[src/rtl/pc_fetch_unit.sv]
module pc_fetch_unit #(
  parameter int AW = 32
) (
  input  logic          clk,
  input  logic          rst_n,
  input  logic [1:0]    mode_sel,
  input  logic          br_valid,
  input  logic [AW-1:0] br_target,
  output logic          req_valid,
  input  logic          req_ready,
  output logic [AW-1:0] req_addr,
  input  logic          rsp_valid,
  input  logic [31:0]   rsp_data,
  output logic          ins_valid,
  input  logic          ins_ready,
  output logic [31:0]   ins_data,
  output logic [AW-1:0] ins_pc
);
  localparam logic [1:0] ST_W = 2'd0;
  localparam logic [1:0] ST_H = 2'd1;
  localparam logic [1:0] ST_B = 2'd2;

  logic [AW-1:0] pc;
  logic [1:0]    st;
  logic          buf_vld, pend, stale;
  logic [31:0]   word_q;

  function automatic logic [AW-1:0] align_pc(input logic [AW-1:0] a, input logic [1:0] s);
    case (s)
      ST_W:    return {a[AW-1:2], 2'b00};
      ST_H:    return {a[AW-1:1], 1'b0};
      default: return a;
    endcase
  endfunction

  wire [1:0] new_st  = (mode_sel == 2'd3) ? ST_W : mode_sel;
  wire       accept  = req_valid & req_ready;
  wire       take    = pend & rsp_valid;
  wire       consume = ins_valid & ins_ready;
  wire       last    = (st == ST_W) || (st == ST_H && pc[1]) || (st == ST_B && pc[1:0] == 2'b11);
  wire [AW-1:0] inc  = (st == ST_W) ? AW'(4) : (st == ST_H) ? AW'(2) : AW'(1);
  wire       pend_nx = accept ? 1'b1 : (take ? 1'b0 : pend);

  logic [31:0] lane;
  assign lane = word_q >> {pc[1:0], 3'b000};

  assign req_valid = !buf_vld && !pend;
  assign req_addr  = {pc[AW-1:2], 2'b00};
  assign ins_valid = buf_vld;
  assign ins_pc    = pc;

  always_comb begin
    case (st)
      ST_H:    ins_data = {16'h0, pc[1] ? word_q[31:16] : word_q[15:0]};
      ST_B:    ins_data = {24'h0, lane[7:0]};
      default: ins_data = word_q;
    endcase
  end

  always_ff @(posedge clk) begin
    if (!rst_n) begin
      pc      <= '0;
      st      <= ST_W;
      buf_vld <= 1'b0;
      pend    <= 1'b0;
      stale   <= 1'b0;
      word_q  <= '0;
    end else begin
      pend <= pend_nx;
      if (br_valid) begin
        pc      <= align_pc(br_target, new_st);
        st      <= new_st;
        buf_vld <= 1'b0;
        stale   <= pend_nx;
      end else begin
        if (take) stale <= 1'b0;
        if (take && !stale) begin
          buf_vld <= 1'b1;
          word_q  <= rsp_data;
        end else if (consume && last) begin
          buf_vld <= 1'b0;
        end
        if (consume) pc <= pc + inc;
      end
    end
  end

  AST_WORD_ALIGN: assert property (@(posedge clk) disable iff (!rst_n)
    st == ST_W |-> pc[1:0] == 2'b00);
  AST_HALF_ALIGN: assert property (@(posedge clk) disable iff (!rst_n)
    st == ST_H |-> pc[0] == 1'b0);
  AST_BYTE_STEP: assert property (@(posedge clk) disable iff (!rst_n)
    consume && st == ST_B && !br_valid |=> pc == $past(pc) + AW'(1));
  AST_REQ_HOLD: assert property (@(posedge clk) disable iff (!rst_n)
    req_valid && !req_ready && !br_valid |=> req_valid && $stable(req_addr));
  AST_NO_REQ_BUSY: assert property (@(posedge clk) disable iff (!rst_n)
    ins_valid && !(consume && last) && !br_valid |=> !req_valid);
  AST_BR_TARGET: assert property (@(posedge clk) disable iff (!rst_n)
    br_valid |=> pc[AW-1:2] == $past(br_target[AW-1:2]) && !ins_valid);
  AST_INS_HOLD: assert property (@(posedge clk) disable iff (!rst_n)
    ins_valid && !ins_ready && !br_valid |=> ins_valid && $stable(ins_pc) && $stable(ins_data));
endmodule

[config.mk]
export PLATFORM = sky130hd
export DESIGN_NAME = pc_fetch_unit
export DESIGN_NICKNAME = d
export VERILOG_FILES = /design/src/rtl/pc_fetch_unit.sv
export SDC_FILE = /design/constraint.sdc
export NUM_CORES = 1
export LEC_CHECK = 0
export BUFFER_PORTS_ARGS = -buffer_cell sky130_fd_sc_hd__buf_2
export CAP_MARGIN = 10
export CORE_MARGIN = 1.5
export CORE_UTILIZATION = 35
export CTS_BUF_LIST = sky130_fd_sc_hd__clkbuf_8
export DETAILED_ROUTE_END_ITERATION = 10
export PLACE_DENSITY = 0.59
export REMOVE_ABC_BUFFERS = 1
export SLEW_MARGIN = 30
export SYNTH_ARGS = -nofsm -noshare
export SYNTH_HDL_FRONTEND = slang
export SYNTH_SLANG_ARGS = --single-unit
[constraint.sdc]
create_clock -name clk -period 2.7 [get_ports clk]
set_input_delay 0.135 -clock clk [delete_from_list [all_inputs] [get_ports clk]]
set_output_delay 0.135 -clock clk [all_outputs]
set_load 0.05 [all_outputs]
==> reports/qor.txt, run 1 <==
YS warnings -> 0
Reg2Reg Setup Slack -> 0.13 ns
worst r2r dst -> ins_pc[12]$_SDFFE_PN0P_
initial antenna violation count -> 1
Synth cell types -> 44
EDFF count, synth -> 0
quantity of I/O buffers inserted on ports -> 167
CP Buf/Inv Count -> 1
Total GRT Usage -> 18.4%
CP endpoint kind -> flip-flop
Die X -> 109 um
Max Slew Vio Count -> 0
Antenna Nets Post-Route -> 0
CTS tree -> yes
largest net degree at the start of global routing -> 59
initial cell density of the core -> 36.1%
skew final -> 0.00836 ns
Post-CTS Hold Buffers -> 0
register bit count reported by yosys -> 69
DRC Markers -> 0
final period utilization -> 95.2%
die area -> 11900 um2
Synth top area share -> 35.1%
Cell Chain, Critical Path -> inv_1 -> ha_1 -> nor2_1 -> ha_1 -> fa_1 -> a21oi_1 -> nor4_1 -> nand3_1 -> xor2_1 -> a21oi_1
htree depth -> 3
total leakage power -> 2.18 nW
Post-Layout Cell Count -> 757
Critical Path Max Stage Delay -> 0.63 ns
Worst-path clk slew -> 0.08 ns
share of layout cells above drive strength 1 -> 32.3%
Via density -> 5.01
Post-Route WL -> 10900 um
Mapped Area -> 3940 um2
drt pass-1 iters -> 4
Slew @ Worst Pin -> 0.918 ns
CP arrival -> 2.85 ns
CTS root buffer -> clkbuf_8
f_max -> 389 MHz
Clock Latency Late Sink -> 0.35 ns
pwr dens -> 560 nW/um2
global placement routability congestion -> 0.787
Setup-failing EPs final -> 0
DR vias -> 3790
top post-synthesis cells by area -> dfxtp_1 (35%), nand2_1 (7.7%), a21boi_0 (6.1%)
Critical Path RT -> 2.98 ns
1st-iter DRT viols -> 195
Cell Rows -> 38
Worst Path Max Fanout -> 6
worst-case clock buffer depth -> 2
CP top delay family -> simple AND/OR/NAND/NOR gates
syn_area_per_cell -> 8.15 um2
# clock sinks -> 69
Setup CP Type -> flip-flop to flip-flop
# resized after CTS -> 0
Core Area -> 10900 um2
unrepaired setup endpoints after global routing -> yes
Ports -> 170
placed insts -> 741
path depth of the worst reg2reg path -> 10
Inserted Diodes -> 0
ys async rst share -> 0%
Post-Syn Instances -> 483
vias in the first global route -> 3455
CP Depth -> 10
prevailing post-synth register cell -> dfxtp_1
Worst VDD drop -> 0.292 mV
Max Cap Violations -> 0
Setup crit start kind -> flip-flop
Critical-path top delay cell -> nor4_1
Seq/Total Area, Yosys -> 35.1%
Final TNS setup -> 0 ns
TritonCTS Buffers -> 9
Tmin final -> 2.57 ns
Routed wire per std cell -> 14.5 um
first-pass GRT wire length -> 17000 um
status -> finished clean
postcts setup bufs -> 0
CP startpoint -> st[1]$_SDFFE_PN0P_
Nets -> 691
Hold Vio Cnt, Final -> 0
placed wire-length estimate -> 7920 um
Die Ht -> 109 um
area leader, netlist -> dfxtp_1
synthesis-to-finish area growth -> 25.7%
Reg2Reg Launch Point -> st[1]$_SDFFE_PN0P_
remaining global-route overflow -> 0
min-delay worst type -> input port to flip-flop
Worst slew margin -> 38.8%
CP endpoint -> ins_pc[12]$_SDFFE_PN0P_
[power by group]
group | internal [mW] | switching [mW]
combinational | 0.158 | 0.417
clock | 0.649 | 0.428
sequential | 1.06 | 0.0572
[cells in the mapped netlist (3+ instances only)]
cell	number
o21ai_0	34
a21boi_0	32
buf_4	32
xnor2_1	6
xor2_1	18
o211a_1	3
a22o_1	16
and2_1	5
nand3_1	13
nor2_1	9
nor4_1	4
a21oi_1	24
nor2b_1	23
o2bb2ai_1	8
nand2_1	81
nor3_1	3
dfxtp_1	69
clkbuf_1	26
inv_1	9
or3_1	5
ha_1	6
a31oi_1	7
and3_1	4
nand4_1	12
mux2i_1	12
[layout make-up]
class	instances	area (um2)
fillers	1084	5940
multi-input cells	346	2180
flip-flops and latches	69	1380
repair buffers	176	916
well taps	140	175
clock buffers	10	138
clock inverters	6	116
inverters	10	37.5
[cell usage in the layout, fill, tap and decap left out, types with 7 or more instances in the layout]
| cell type | synthesis | layout |
|---|---|---|
| nand2_1 | 81 | 81 |
| nor2_1 | 9 | 9 |
| inv_1 | 9 | 9 |
| buf_2 | 0 | 167 |
| o21ai_0 | 34 | 34 |
| o2bb2ai_1 | 8 | 8 |
| mux2i_1 | 12 | 12 |
| a31oi_1 | 7 | 7 |
| xor2_1 | 18 | 18 |
| dfxtp_1 | 69 | 69 |
| buf_4 | 32 | 8 |
| a22o_1 | 16 | 16 |
| nor2b_1 | 23 | 23 |
| nand3_1 | 13 | 13 |
| nand4_1 | 12 | 12 |
| a21oi_1 | 24 | 24 |
| a21boi_0 | 32 | 32 |
| clkbuf_8 | 0 | 10 |
[cells by family (layout without fill, tap and decap cells)]
| logic type | Yosys count | in the layout | share of synthesized area, % |
|---|---|---|---|
| AOI/OAI and AO/OA | 134 | 134 | 22.9 |
| xor gates and xnor gates | 24 | 24 | 5.34 |
| adders and majority gates | 7 | 7 | 2.42 |
| buffers and inverters | 69 | 202 | 9.63 |
| DFF | 69 | 69 | 35.1 |
| muxes | 12 | 12 | 3.05 |
| other | 1 | 2 | 0.0953 |
| and+or+nand+nor | 167 | 167 | 21.4 |
[through the flow]
stage | worst slack [ns] | hold WS, ns | util [%] | instance area, um2 | power (mW)
after floorplan | -0.00783 | 0.241 | - | 3600 | 1.53
after global placement | 0.234 | 0.359 | 43.1 | 4690 | 1.72
after detailed placement | 0.108 | 0.368 | 43.1 | 4690 | 1.72
after CTS | 0.0873 | 0.00355 | 45.4 | 4950 | 2.80
after global routing | -0.148 | 0.00421 | 45.4 | 4950 | 2.88
final | 0.131 | 0.0156 | 45.4 | 4950 | 2.77
[layer usage]
| metal | routed length [um] | part of all wire [%] | track usage, % | up-vias |
|---|---|---|---|---|
| li1 | - | - | - | 1914 |
| met1 | 4900 | 45 | 23.5 | 1745 |
| met2 | 5160 | 47 | 31.0 | 118 |
| met3 | 745 | 6.8 | 3.65 | 13 |
| met4 | 136 | 1.2 | 5.92 | 0 |
| met5 | 0 | 0 | 0 | - |
[worst min path at each step]
stage | from | to | slack [ns] | cells after the start
3_5_place_dp | br_target[3] | ins_pc[3]$_SDFFE_PN0P_ | 0.37 | 2
4_1_cts | br_target[3] | ins_pc[3]$_SDFFE_PN0P_ | 0.004 | 2
2_1_floorplan | br_valid | stale$_SDFFE_PN0P_ | 0.24 | 1
3_3_place_gp | br_target[3] | ins_pc[3]$_SDFFE_PN0P_ | 0.36 | 2
6_report | br_target[3] | ins_pc[3]$_SDFFE_PN0P_ | 0.02 | 2
5_1_grt | br_target[3] | ins_pc[3]$_SDFFE_PN0P_ | 0.004 | 2
[flip-flops by register name, summed over array words and instances, names as in the netlist]
| register | count |
|---|---|
| ins_valid | 1 |
| pend | 1 |
| word_q | 32 |
| ins_pc | 32 |
| st | 2 |
| stale | 1 |
(Power assumes the default switching activity.)
==> run 2, diff against run 1 <==
--- a/config.mk
+++ b/config.mk
@@ -12,6 +12,7 @@
 export CTS_BUF_LIST = sky130_fd_sc_hd__clkbuf_8
 export DETAILED_ROUTE_END_ITERATION = 10
 export PLACE_DENSITY = 0.59
+export RECOVER_POWER = 50
 export REMOVE_ABC_BUFFERS = 1
 export SLEW_MARGIN = 30
 export SYNTH_ARGS = -nofsm -noshare
==> reports/qor.txt, run 2 (synthesis results as in run 1) <==
status -> finished clean
Worst Path Max Fanout -> 6
die area -> 11900 um2
Setup-failing EPs final -> 0
CP endpoint kind -> flip-flop
CP startpoint -> st[1]$_SDFFE_PN0P_
min-delay worst type -> input port to flip-flop
CP arrival -> 2.85 ns
worst-case clock buffer depth -> 2
Post-Place Worst Slack -> 0.108 ns
met3 Use GR -> 3.65%
fin worst setup slack -> 0.137 ns
filler instances -> 1125
placed insts -> 741
share of layout cells above drive strength 1 -> 22.0%
M2 GR Usage -> 31.0%
Core Area -> 10900 um2
Cell Rows -> 38
Post-Route WL -> 10900 um
Final TNS setup -> 0 ns
remaining global-route overflow -> 0
CTS tree -> yes
initial antenna violation count -> 1
placed cell area -> 4690 um2
Tmin final -> 2.56 ns
finished layout cell area -> 4860 um2
Max Slew Vio Count -> 0
Total GRT Usage -> 18.4%
initial cell density of the core -> 36.1%
Slew @ Worst Pin -> 1.38 ns
final period utilization -> 94.9%
total leakage power -> 1.95 nW
drt pass-1 iters -> 4
Via density -> 5.03
Critical-path top delay cell -> nor4_1
global placement routability congestion -> 0.787
leading cell type in the layout, fill and taps excluded -> buf_2
first-pass GRT wire length -> 17000 um
Core Util, Final -> 44.7%
Reg2Reg Launch Point -> st[1]$_SDFFE_PN0P_
CTS root buffer -> clkbuf_8
hold path startpoint -> br_target[3]
Post-Layout Cell Count -> 757
Cell Chain, Critical Path -> inv_1 -> ha_1 -> nor2_1 -> ha_1 -> fa_1 -> a21oi_1 -> nor4_1 -> nand3_1 -> xor2_1 -> a21oi_1
Antenna Nets Post-Route -> 0
1st-iter DRT viols -> 189
pwr dens -> 567 nW/um2
Die X -> 109 um
met1 usage -> 23.5%
skew final -> 0.00896 ns
Worst VDD drop -> 0.291 mV
Ports -> 170
Nets -> 691
vias in the first global route -> 3455
Die Ht -> 109 um
Inserted Diodes -> 0
quantity of I/O buffers inserted on ports -> 167
unrepaired setup endpoints after global routing -> yes
# resized after CTS -> 0
largest net degree at the start of global routing -> 59
Critical Path RT -> 2.98 ns
Hold Vio Cnt, Final -> 0
Final Total Pwr -> 2.76 mW
commonest cells after routing, fill and taps aside -> buf_2 (106), nand2_1 (81), dfxtp_1 (69), clkbuf_1 (62), o21ai_0 (34)
Max Cap Violations -> 0
TritonCTS Buffers -> 9
Clock Latency Late Sink -> 0.35 ns
Setup crit start kind -> flip-flop
DRC Markers -> 0
f_max -> 390 MHz
placed wire-length estimate -> 7920 um
Setup CP Type -> flip-flop to flip-flop
Routed wire per std cell -> 14.4 um
htree depth -> 3
# clock sinks -> 69
DR vias -> 3804
busiest grt layer -> met2
synthesis-to-finish area growth -> 23.6%
Worst slew margin -> 8.12%
Worst-path clk slew -> 0.08 ns
Final Hold Slack -> 0.0127 ns
Critical Path Max Stage Delay -> 0.63 ns
[run 2: cell count changes in the layout (fill, tap and decap cells not counted), sizes merged]
cell / before / now
buf: 176 / 114
clkbuf: 10 / 72
[run 2: worst paths after layout]
kind / endpoint / slack, ns / depth (start not counted)
worst max register to register: ins_pc[12]$_SDFFE_PN0P_ / 0.14 / 10
worst max-delay path: ins_pc[12]$_SDFFE_PN0P_ / 0.14 / 10
worst min register to register: word_q[3]$_SDFFE_PN0P_ / 0.47 / 2
worst min-delay path: ins_pc[3]$_SDFFE_PN0P_ / 0.01 / 2
[run 2: worst max-delay path, delay by kind of cell (launching register included)]
| kind | cells | cell delay (ns) |
|---|---|---|
| DFF | 1 | 0.36 |
| adders and majority gates | 3 | 0.69 |
| buffers and inverters | 1 | 0.06 |
| AOI/OAI and AO/OA | 2 | 0.28 |
| xor gates and xnor gates | 1 | 0.17 |
| and+or+nand+nor | 3 | 0.94 |
[run 2: what timing repair did]
item	CTS	global route
hold buffers	0	0
setup buffers	0	0
endpoints found under the setup margin	0	11
[run 2: report_power, final]
group	internal, mW	switching (mW)	total, mW
clock	0.649	0.429	1.08
sequential	1.06	0.0587	1.12
combinational	0.141	0.416	0.557
total	1.85	0.904	2.76
[run 2: per-layer routing]
layer / part of all wire (%) / wire length [um]
met3: 6.8 / 740
met2: 48 / 5200
met5: 0 / 0
met4: 1.3 / 140
met1: 44 / 4820
[run 2: area by class of cell]
| class | count | area (um2) | area share (%) |
|---|---|---|---|
| Inverter | 10 | 37.5 | 0.772 |
| Tap cell | 140 | 175 | 3.60 |
| Clock buffer | 10 | 138 | 2.83 |
| Sequential cell | 69 | 1380 | 28.4 |
| Timing Repair Buffer | 176 | 836 | 17.2 |
| Clock inverter | 6 | 116 | 2.39 |
| Multi-Input combinational cell | 346 | 2180 | 44.8 |
==> run 3, diff against run 2 <==
--- a/config.mk
+++ b/config.mk
@@ -8,10 +8,10 @@
 export BUFFER_PORTS_ARGS = -buffer_cell sky130_fd_sc_hd__buf_2
 export CAP_MARGIN = 10
 export CORE_MARGIN = 1.5
-export CORE_UTILIZATION = 35
+export CORE_UTILIZATION = 50
 export CTS_BUF_LIST = sky130_fd_sc_hd__clkbuf_8
 export DETAILED_ROUTE_END_ITERATION = 10
-export PLACE_DENSITY = 0.59
+export PLACE_DENSITY = 0.8
 export RECOVER_POWER = 50
 export REMOVE_ABC_BUFFERS = 1
 export SLEW_MARGIN = 30
==> reports/qor.txt, run 3 (synthesis results as in run 1) <==
Post-CTS Hold Buffers -> 0
CTS tree -> yes
Die Ht -> 91.7 um
Reg2Reg Launch Point -> st[1]$_SDFFE_PN0P_
CP arrival -> 2.72 ns
skew final -> 0.00902 ns
Core Area -> 7690 um2
worst r2r dst -> ins_pc[16]$_SDFFE_PN0P_
Die X -> 91.7 um
total leakage power -> 1.93 nW
Max Cap Violations -> 0
Routed wire per std cell -> 14.6 um
min-delay worst type -> input port to flip-flop
TritonCTS Buffers -> 9
Tmin final -> 2.51 ns
f_max -> 398 MHz
leading cell type in the layout, fill and taps excluded -> buf_2
share of layout cells above drive strength 1 -> 22.1%
die area -> 8410 um2
Worst VDD drop -> 0.405 mV
Via density -> 5.38
CP endpoint kind -> flip-flop
CP startpoint -> st[1]$_SDFFE_PN0P_
# clock sinks -> 69
Cell Rows -> 32
final period utilization -> 93.0%
Antenna Nets Post-Route -> 0
Worst slew margin -> 3.37%
largest net degree at the start of global routing -> 70
fin worst setup slack -> 0.190 ns
Post-Place Worst Slack -> 0.0639 ns
initial cell density of the core -> 51.2%
Post-Route WL -> 10500 um
Setup crit start kind -> flip-flop
hold path startpoint -> rsp_data[4]
drt pass-1 iters -> 4
Final Hold Slack -> 0.0345 ns
DRC Markers -> 0
Ports -> 170
path depth of the worst reg2reg path -> 10
worst-case clock buffer depth -> 2
1st-iter DRT viols -> 182
placed wire-length estimate -> 7500 um
Total GRT Usage -> 24.2%
initial antenna violation count -> 0
Hold EP -> word_q[4]$_SDFFE_PN0P_
Worst-path clk slew -> 0.08 ns
Critical Path RT -> 2.91 ns
Setup-failing EPs final -> 0
quantity of I/O buffers inserted on ports -> 167
Hold Vio Cnt, Final -> 0
commonest cells after routing, fill and taps aside -> buf_2 (108), nand2_1 (81), dfxtp_1 (69), clkbuf_1 (59), o21ai_0 (34)
unrepaired setup endpoints after global routing -> yes
status -> finished clean
pwr dens -> 529 nW/um2
Worst Path Max Fanout -> 6
vias in the first global route -> 3508
Setup CP Type -> flip-flop to flip-flop
Slew @ Worst Pin -> 1.45 ns
Max Slew Vio Count -> 0
filler instances -> 714
CTS root buffer -> clkbuf_8
Hold Path Cell Cnt -> 3
Inserted Diodes -> 0
Reg2Reg Setup Slack -> 0.19 ns
first-pass GRT wire length -> 16400 um
Clock Latency Late Sink -> 0.34 ns
remaining global-route overflow -> 0
htree depth -> 3
synthesis-to-finish area growth -> 20.6%
global placement routability congestion -> 0.830
DR vias -> 3852
Nets -> 688
-- run 3: cell types whose count changed in the layout (fill, tap and decap cells not counted), moves of 2 or more --
| cell | before | now |
|---|---|---|
| clkbuf_1 | 62 | 59 |
| buf_2 | 106 | 108 |
| inv_1 | 9 | 11 |
| clkinv_2 | 0 | 2 |
| inv_6 | 3 | 0 |
| bufinv_16 | 3 | 1 |
-- run 3: worst max-delay path by stage --
stage,cells after the start,endpoint
floorplan,6,ins_pc[31]$_SDFFE_PN0P_
global placement,10,ins_pc[14]$_SDFFE_PN0P_
detailed placement,10,ins_pc[12]$_SDFFE_PN0P_
CTS,10,ins_pc[16]$_SDFFE_PN0P_
global route,10,ins_pc[16]$_SDFFE_PN0P_
finish,10,ins_pc[16]$_SDFFE_PN0P_
-- run 3: area by class of cell --
cell class	instances	area, um2	area share (%)
tap	102	128	2.69
sequential	69	1380	29.1
clock inverter	6	55.1	1.16
multi-input combinational	346	2200	46.3
timing repair buffer	173	807	17.0
inverter	10	37.5	0.791
clock buffer	10	138	2.90
-- run 3: stage by stage --
stage	utilization (%)	power (mW)	TNS [ns]	cell area [um2]	std cells
finish	61.7	2.51	0	4740	716
global placement	60.0	1.71	0	4610	700
detailed placement	60.0	1.71	0	4610	700
CTS	62.5	2.53	0	4800	716
floorplan	-	1.53	-0.00783	3600	425
global route	61.7	2.60	-0.0236	4740	716
-- run 3: routing by layer --
metal	vias to the layer above	GRT usage, %	share of wire, %
li1	1903	-	-
met1	1800	31.7	44
met2	126	39.7	49
met3	23	3.73	4.8
met4	0	9.87	2.4
met5	-	0	0
-- run 3: critical path, cell delays in order (launching register included) --
cell	delay (ns)
dfxtp_1	0.33
inv_1	0.08
ha_1	0.29
nor2_1	0.09
ha_1	0.22
fa_1	0.43
a21oi_1	0.40
nor4_2	0.15
nand3_1	0.13
xor2_1	0.18
a21oi_1	0.08
-- run 3: where the power goes --
part,internal (mW),switching [mW]
registers,1.06,0.0614
logic,0.138,0.416
clock network,0.442,0.388
total,1.64,0.865
-- run 3: what timing repair did --
action,4_1_cts,5_1_grt
gates resized for setup,0,2
buffers inserted,0,0
setup endpoints to repair,0,11
